==> src/rtl/pcm_port_pkg.sv <==
package pcm_port_pkg;
  typedef enum logic {
    SLOT_PER_CH  = 1'b0,
    SLOT_CHAINED = 1'b1
  } slot_mode_e;
endpackage

==> src/rtl/pcm_sync_edge.sv <==
// Falling-edge sync sampler with rise detection.
// HOLD_TO_RISE=1: rise held for the following rising-edge domain.
// HOLD_TO_RISE=0: rise valid at the current falling edge.
module pcm_sync_edge #(
  parameter int  W            = 4,
  parameter bit  HOLD_TO_RISE = 1'b1
) (
  input  logic         clk_i,
  input  logic         rst_ni,
  input  logic [W-1:0] sync_i,
  output logic [W-1:0] rise_o
);
  logic [W-1:0] cur_q;

  always_ff @(negedge clk_i or negedge rst_ni) begin
    if (!rst_ni) cur_q <= '0;
    else         cur_q <= sync_i;
  end

  if (HOLD_TO_RISE) begin : g_held
    logic [W-1:0] prev_q;
    always_ff @(negedge clk_i or negedge rst_ni) begin
      if (!rst_ni) prev_q <= '0;
      else         prev_q <= cur_q;
    end
    assign rise_o = cur_q & ~prev_q;
  end else begin : g_now
    assign rise_o = sync_i & ~cur_q;
  end
endmodule

==> src/rtl/pcm_tx_lane.sv <==
module pcm_tx_lane #(
  parameter int SAMPLE_W = 8
) (
  input  logic                clk_i,
  input  logic                rst_ni,
  input  logic                start_i,
  input  logic [SAMPLE_W-1:0] sample_i,
  output logic                active_o,
  output logic                last_o,
  output logic                bit_o
);
  localparam int CNT_W = $clog2(SAMPLE_W);
  localparam logic [CNT_W-1:0] TOP_IDX = CNT_W'(SAMPLE_W - 1);

  logic [SAMPLE_W-1:0] sh_q;
  logic [CNT_W-1:0]    cnt_q;
  logic                active_q;

  always_ff @(posedge clk_i or negedge rst_ni) begin
    if (!rst_ni) begin
      sh_q     <= '0;
      cnt_q    <= '0;
      active_q <= 1'b0;
    end else if (start_i) begin
      sh_q     <= sample_i;
      cnt_q    <= TOP_IDX;
      active_q <= 1'b1;
    end else if (active_q) begin
      sh_q  <= {sh_q[SAMPLE_W-2:0], 1'b0};
      cnt_q <= cnt_q - 1'b1;
      if (cnt_q == '0) active_q <= 1'b0;
    end
  end

  assign active_o = active_q;
  assign last_o   = active_q && (cnt_q == '0);
  assign bit_o    = sh_q[SAMPLE_W-1];

  // slot closes after its last bit unless restarted
  assert_tx_len_R2: assert property (@(posedge clk_i) disable iff (!rst_ni)
    (last_o && !start_i) |=> !active_o);
  // next bit is the one below the current, MSB first
  assert_tx_msb_R2: assert property (@(posedge clk_i) disable iff (!rst_ni)
    (active_o && !last_o && !start_i) |=> (bit_o == $past(sh_q[SAMPLE_W-2])));
endmodule

==> src/rtl/pcm_rx_lane.sv <==
module pcm_rx_lane #(
  parameter int SAMPLE_W = 8
) (
  input  logic                clk_i,
  input  logic                rst_ni,
  input  logic                start_i,
  input  logic                dr_i,
  output logic                last_o,
  output logic [SAMPLE_W-1:0] sample_o,
  output logic                valid_o
);
  localparam int CNT_W = $clog2(SAMPLE_W);
  localparam logic [CNT_W-1:0] TOP_IDX = CNT_W'(SAMPLE_W - 1);

  logic [SAMPLE_W-1:0] sh_q;
  logic [CNT_W-1:0]    cnt_q;
  logic                active_q;

  always_ff @(negedge clk_i or negedge rst_ni) begin
    if (!rst_ni) begin
      sh_q     <= '0;
      cnt_q    <= '0;
      active_q <= 1'b0;
      sample_o <= '0;
      valid_o  <= 1'b0;
    end else begin
      valid_o <= 1'b0;
      if (active_q) begin
        sh_q  <= {sh_q[SAMPLE_W-2:0], dr_i};
        cnt_q <= cnt_q - 1'b1;
        if (cnt_q == '0) begin
          sample_o <= {sh_q[SAMPLE_W-2:0], dr_i};
          valid_o  <= 1'b1;
          active_q <= 1'b0;
        end
      end
      // a start on the last bit re-arms for a back-to-back slot
      if (start_i) begin
        active_q <= 1'b1;
        cnt_q    <= TOP_IDX;
      end
    end
  end

  assign last_o = active_q && (cnt_q == '0);

  assert_rx_pulse_R4: assert property (@(negedge clk_i) disable iff (!rst_ni)
    valid_o |=> !valid_o);
  assert_rx_src_R4: assert property (@(negedge clk_i) disable iff (!rst_ni)
    valid_o |-> $past(last_o));
endmodule

==> src/rtl/pcm_tdm_port.sv <==
module pcm_tdm_port
  import pcm_port_pkg::*;
#(
  parameter int NUM_CH   = 4,
  parameter int SAMPLE_W = 8
) (
  input  logic                             clk_i,
  input  logic                             rst_ni,
  input  logic                             mode32_i,
  input  logic [NUM_CH-1:0]                fsx_i,
  input  logic [NUM_CH-1:0]                fsr_i,
  input  logic                             dr_i,
  input  logic [NUM_CH-1:0][SAMPLE_W-1:0]  tx_sample_i,
  output logic                             dx_o,
  output logic                             dx_oe_o,
  output logic                             tsx_no,
  output logic [NUM_CH-1:0][SAMPLE_W-1:0]  rx_sample_o,
  output logic [NUM_CH-1:0]                rx_valid_o
);
  slot_mode_e mode;
  assign mode = slot_mode_e'(mode32_i);

  logic [NUM_CH-1:0] fsx_rise, fsr_rise;
  logic [NUM_CH-1:0] tx_start, tx_active, tx_last, tx_bit;
  logic [NUM_CH-1:0] rx_start, rx_last;

  pcm_sync_edge #(.W(NUM_CH), .HOLD_TO_RISE(1'b1)) i_fsx_edge (
    .clk_i, .rst_ni, .sync_i(fsx_i), .rise_o(fsx_rise));
  pcm_sync_edge #(.W(NUM_CH), .HOLD_TO_RISE(1'b0)) i_fsr_edge (
    .clk_i, .rst_ni, .sync_i(fsr_i), .rise_o(fsr_rise));

  for (genvar ch = 0; ch < NUM_CH; ch++) begin : g_lane
    if (ch == 0) begin : g_head
      assign tx_start[ch] = fsx_rise[0];
      assign rx_start[ch] = fsr_rise[0];
    end else begin : g_link
      // chained mode: a lane starts when its predecessor ends
      assign tx_start[ch] = (mode == SLOT_CHAINED) ? tx_last[ch-1] : fsx_rise[ch];
      assign rx_start[ch] = (mode == SLOT_CHAINED) ? rx_last[ch-1] : fsr_rise[ch];

      assert_tx_chain_R5: assert property (@(posedge clk_i) disable iff (!rst_ni)
        (mode == SLOT_CHAINED && tx_last[ch-1]) |=> tx_active[ch]);
    end

    pcm_tx_lane #(.SAMPLE_W(SAMPLE_W)) i_tx (
      .clk_i, .rst_ni,
      .start_i (tx_start[ch]),
      .sample_i(tx_sample_i[ch]),
      .active_o(tx_active[ch]),
      .last_o  (tx_last[ch]),
      .bit_o   (tx_bit[ch]));

    pcm_rx_lane #(.SAMPLE_W(SAMPLE_W)) i_rx (
      .clk_i, .rst_ni,
      .start_i (rx_start[ch]),
      .dr_i,
      .last_o  (rx_last[ch]),
      .sample_o(rx_sample_o[ch]),
      .valid_o (rx_valid_o[ch]));
  end

  // lowest channel wins if per-channel slots overlap
  always_comb begin
    dx_o = 1'b0;
    for (int i = NUM_CH - 1; i >= 0; i--) begin
      if (tx_active[i]) dx_o = tx_bit[i];
    end
  end

  assign dx_oe_o = |tx_active;
  assign tsx_no  = ~dx_oe_o;

  assert_last_oe_R7: assert property (@(posedge clk_i) disable iff (!rst_ni)
    (|tx_last) |-> (dx_oe_o && !tsx_no));
  assert_rx_last_R6: assert property (@(negedge clk_i) disable iff (!rst_ni)
    (|rx_last) |=> (|rx_valid_o));
endmodule

==> config.mk <==
export PLATFORM = sky130hd
export DESIGN_NAME = pcm_tdm_port
export DESIGN_NICKNAME = d
export VERILOG_FILES = /design/src/rtl/pcm_port_pkg.sv /design/src/rtl/pcm_sync_edge.sv /design/src/rtl/pcm_tx_lane.sv /design/src/rtl/pcm_rx_lane.sv /design/src/rtl/pcm_tdm_port.sv
export SDC_FILE = /design/constraint.sdc
export NUM_CORES = 1
export LEC_CHECK = 0
export BUFFER_PORTS_ARGS = -buffer_cell sky130_fd_sc_hd__buf_2
export CORE_ASPECT_RATIO = 1.75
export CORE_MARGIN = 5
export CORE_UTILIZATION = 35
export DETAILED_ROUTE_END_ITERATION = 12
export PLACE_DENSITY = 0.58
export REMOVE_ABC_BUFFERS = 1
export SLEW_MARGIN = 20
export SYNTH_ARGS = -nofsm -noshare
export SYNTH_HDL_FRONTEND = slang
export SYNTH_SLANG_ARGS = --single-unit
==> constraint.sdc <==
create_clock -name clk_i -period 1.8 [get_ports clk_i]
set_input_delay 0 -clock clk_i [delete_from_list [all_inputs] [get_ports clk_i]]
set_output_delay 0 -clock clk_i [all_outputs]
set_load 0.01 [all_outputs]
# After elaboration in Yosys (flattened, before gate mapping)
# Index checks and enable logic that the tools add are counted.
[op_classes] n_addsub=8 mux=66 bitwise_logic=5 reduce_logical=27
[ops] cell="$mux W8" n=8
[ops] cell="$mux W3" n=16
[ops] cell="$mux W1" n=42
[ops] cell="$logic_not A3 Y1" n=8
[ops] cell="$sub A3 B1 Y3 const B" n=8
[ops] cell="$reduce_bool A2 Y1" n=8
[ops] cell="$and A4 B4 Y4" n=2
[ops] cell="$not A4 Y4" n=2
[ops] cell="$reduce_and A2 Y1" n=4
[ops] cell="$logic_and A1 B1 Y1" n=6
[ops] cell="$reduce_or A4 Y1" n=1
[ops] cell="$not A1 Y1" n=1
[totals] regBits=140 in_bits=44 output_inout_bits=39 word_cells=141

# Longest topological paths before layout
[logic_depth] word_depth=4 ltp_mapped=6 mapped_depth_nobuf=6

# By module
# From an unflattened synthesis, not the netlist that was laid out.
[unflattened] hier_cells=462 area_unflattened_um2=6114.6
[modules_own_cells] mod="pcm_rx_lane" instances=4 cells_per_inst=52 area_each_um2=798.3 seq_area_each_um2=500.5
[modules_own_cells] mod="pcm_tx_lane" instances=4 cells_per_inst=55 area_each_um2=596.8 seq_area_each_um2=300.3
[modules_own_cells] mod="pcm_sync_edge at i_fsx_edge" instances=1 cells_per_inst=12 area_each_um2=255.2 seq_area_each_um2=200.2
[modules_own_cells] mod="pcm_sync_edge at i_fsr_edge" instances=1 cells_per_inst=8 area_each_um2=155.1 seq_area_each_um2=100.1
[modules_own_cells] mod="pcm_tdm_port" instances=1 cells_per_inst=14 area_each_um2=123.9 seq_area_each_um2=0.0

==> results.toml <==
[yosys]
yosysWarnings = 0
ys_ff_latch = 140
synth_cell_types = 29
synth_area_um2 = 5964
postSynthCellCount = 496
syn_avg_cell_area_um2 = 12.03
yosysSeqAreaShare_pct = 58.74

[setup_path]
worstPathRequired_ps = 2100
reg2reg_to = "g_lane[2].i_tx.sh_q[2]$_DFFE_PN0P_"
reg2regPathDepth = 4
end_kind = "flip-flop"
cp-start-kind = "flip-flop"
cp-startpoint = "i_fsx_edge.cur_q[2]$_DFF_NN0_"
worst_ep_arrival_time_ps = 2470
endpoint = "g_lane[2].i_tx.sh_q[2]$_DFFE_PN0P_"
cp_max_fo = 9
reg2reg_slack_ps = -370
path_class = "flip-flop to flip-flop"
r2r-start = "i_fsx_edge.cur_q[2]$_DFF_NN0_"

[grt]
grtUsageTotal_pct = 13.20
antenna_found_initial = 0
grt_pass1_wl_um = 20660
grt_overflow_total = 0
grt_max_degree = 30
grt_pass1_vias = 4380

[clocking]
cts_tree = "done"
cts.clk_slew.worst_paths_ps = 60
cts_buffers = 17
cts_buffer_depth = 2
h-tree-depth = 4
clk_latency_ps = 410
cts_sinks = 140
cts_root_buf = "clkbuf_16"

[sta]
tightest_slew_ps = 549.8
whs_ps = 317.2
finalSetupViolCount = 77
clock_skew_ps = 23.45
slew_viol_final = 0
rsz0062_at_grt = "yes"
setup_slack_ps = -370.3
max_slew_margin_pct = 63.35
hold_viol = 0

[drt]
detail_route.drc_violations = 0
wire_per_inst_um = 13.60
drt_iter0_drc = 171
wirelength_um = 12290
drt_first_pass_iters = 4
postRouteAntennaNets = 0
vias_per_cell = 4.444
dr_total_vias = 4013

[cells_and_area]
final_area_um2 = 8122
synthToLayoutAreaGrowth_pct = 36.17
drive_above_1_share_pct = 40.53
n_fill_cell = 1571
n_antenna_cell = 0
nets = 724

[floorplanning]
die_h_um = 182.7
start_util_pct = 35.36
core_um2 = 16870
num_rows = 63
io_pins = 83
fp.dieW_um = 108.7
dieArea_um2 = 19850

[placed_design]
gp_congestion = 0.7368
io_buffers = 82
dpl_cell_area_um2 = 6756
dp_hpwl_um = 8308

[pwr]
powerDensity_nw_per_um2 = 1679
ir_worst_vdd_mv = 0.7147
p_leak_uw = 0.004115

[min_path]
min_path_type = "flip-flop to flip-flop"

[run_status]
status = "finished, violations left"
violations = "negative setup slack"

[job]
max_cap_violations = 0
-- worst min-delay path by stage --
stage	slack (ps)	cells after the start	endpoint	startpoint
finish	320	0	i_fsx_edge.g_held.prev_q[3]$_DFF_NN0_	i_fsx_edge.cur_q[3]$_DFF_NN0_
global route	320	4	g_lane[0].i_tx.sh_q[7]$_DFFE_PN0P_	tx_sample_i[7]
global placement	190	2	g_lane[0].i_tx.cnt_q[0]$_DFFE_PN0P_	rst_ni
detailed placement	200	2	g_lane[0].i_tx.cnt_q[1]$_DFFE_PN0P_	rst_ni
floorplan	-300	0	g_lane[0].i_tx.active_o$_DFF_PN0_	rst_ni
CTS	310	4	g_lane[0].i_tx.sh_q[2]$_DFFE_PN0P_	tx_sample_i[2]
-- power breakdown --
group	internal [uW]	switching, uW	leakage, uW
clock	2460	1330	0.000322
combinational	2560	1870	0.00212
sequential	4510	903	0.00167
-- state kept, by name, indices dropped and copies added (netlist names), 12 cells and up --
name / count
g_lane.i_tx.cnt_q: 12
g_lane.i_rx.sh_q: 28
g_lane.i_tx.sh_q: 32
g_lane.i_rx.cnt_q: 12
g_lane.i_rx.sample_o: 32
-- Yosys cell counts (all sizes together) --
cell type	n	area share, %
a21oi	7	0.59
a22o	1	0.15
a41oi	2	0.55
and3	2	0.21
buf	20	2.4
clkbuf	1	0.063
clkinv	3	0.19
dfrtn	92	39
dfrtp	48	20
ha	16	3.4
inv	30	1.9
mux2	80	16
mux2i	7	1.2
nand2	127	8.0
nand2b	4	0.42
nand3b	4	0.69
nor2b	4	0.42
nor3b	5	0.71
o21ai	28	2.3
o32a	1	0.19
or4	1	0.13
xnor2	10	1.5
xor2	3	0.44
-- worst max-delay path, cell delays in order, from the launching register on --
cell     delay [ps]
dfrtn_1         340
nor3b_4         150
a41oi_2         170
buf_6           170
mux2_2          340
-- layout by cell type, fill, tap and decap left out, drive strengths merged --
cell type    instances
clkbuf              22
ha                  16
clkinv               8
nand2b               4
o32a                 1
mux2i                7
and3                 2
dfrtn               92
buf                137
dlygate4sd3         33
dfrtp               48
a21oi                7
a41oi                2
a22o                 1
xnor2               10
o21ai               28
nor2b                4
nand2              127
xor2                 3
mux2                80
or4                  1
nand3b               4
bufinv               3
nor3b                5
inv                 31
-- kinds of logic after synthesis --
group | count (synthesis) | share of synthesized area [%]
AND/OR/NAND/NOR | 147 | 10.61
flip-flops | 140 | 58.74
multiplexers | 87 | 17.03
buffers and inverters | 54 | 4.531
AO/OA/AOI/OAI | 39 | 3.818
adder cells (fa/ha/maj) | 16 | 3.356
XOR/XNOR | 13 | 1.909
-- area by class of cell --
cell class	instances	area [um^2]	share of cell area, %
sequential	140	3507	43.18
clock buffer	22	518.0	6.378
inverter	33	123.9	1.525
tap	227	284.0	3.497
multi-input combinational	302	2288	28.18
timing repair buffer	170	1271	15.65
clock inverter	9	128.9	1.587
-- metal layers --
layer  part of all wire [%]  global-route usage, %  up-vias
li1                       -                      -     1956
met1                     39                  14.52     1976
met2                     55                  23.38       58
met3                    3.1                  2.973       23
met4                    2.5                  6.623        0
met5                      0                      0        -
-- repair_timing --
| action | CTS | global route |
|---|---|---|
| pin swaps | 1 | 9 |
| buffers inserted | 15 | 14 |
| setup endpoints to repair | 82 | 81 |
| gates cloned | 1 | 0 |
| hold buffers | 33 | 0 |
| hold endpoints to repair | 64 | 0 |
| gates resized for setup | 25 | 28 |
-- metrics by stage --
stage / cells / total power [uW] / setup WS (ps) / setup TNS [ps] / util (%)
after floorplan: 475 / 8010 / -589.0 / -16900 / -
after global placement: 809 / 9112 / -453.3 / -12180 / 40.05
after detailed placement: 809 / 9376 / -473.0 / -13780 / 40.05
after CTS: 889 / 13580 / -373.1 / -13140 / 47.03
after global routing: 903 / 14600 / -397.6 / -16050 / 48.15
final: 903 / 13640 / -370.3 / -13180 / 48.15
Note: power is estimated with default switching activity, not from simulation.
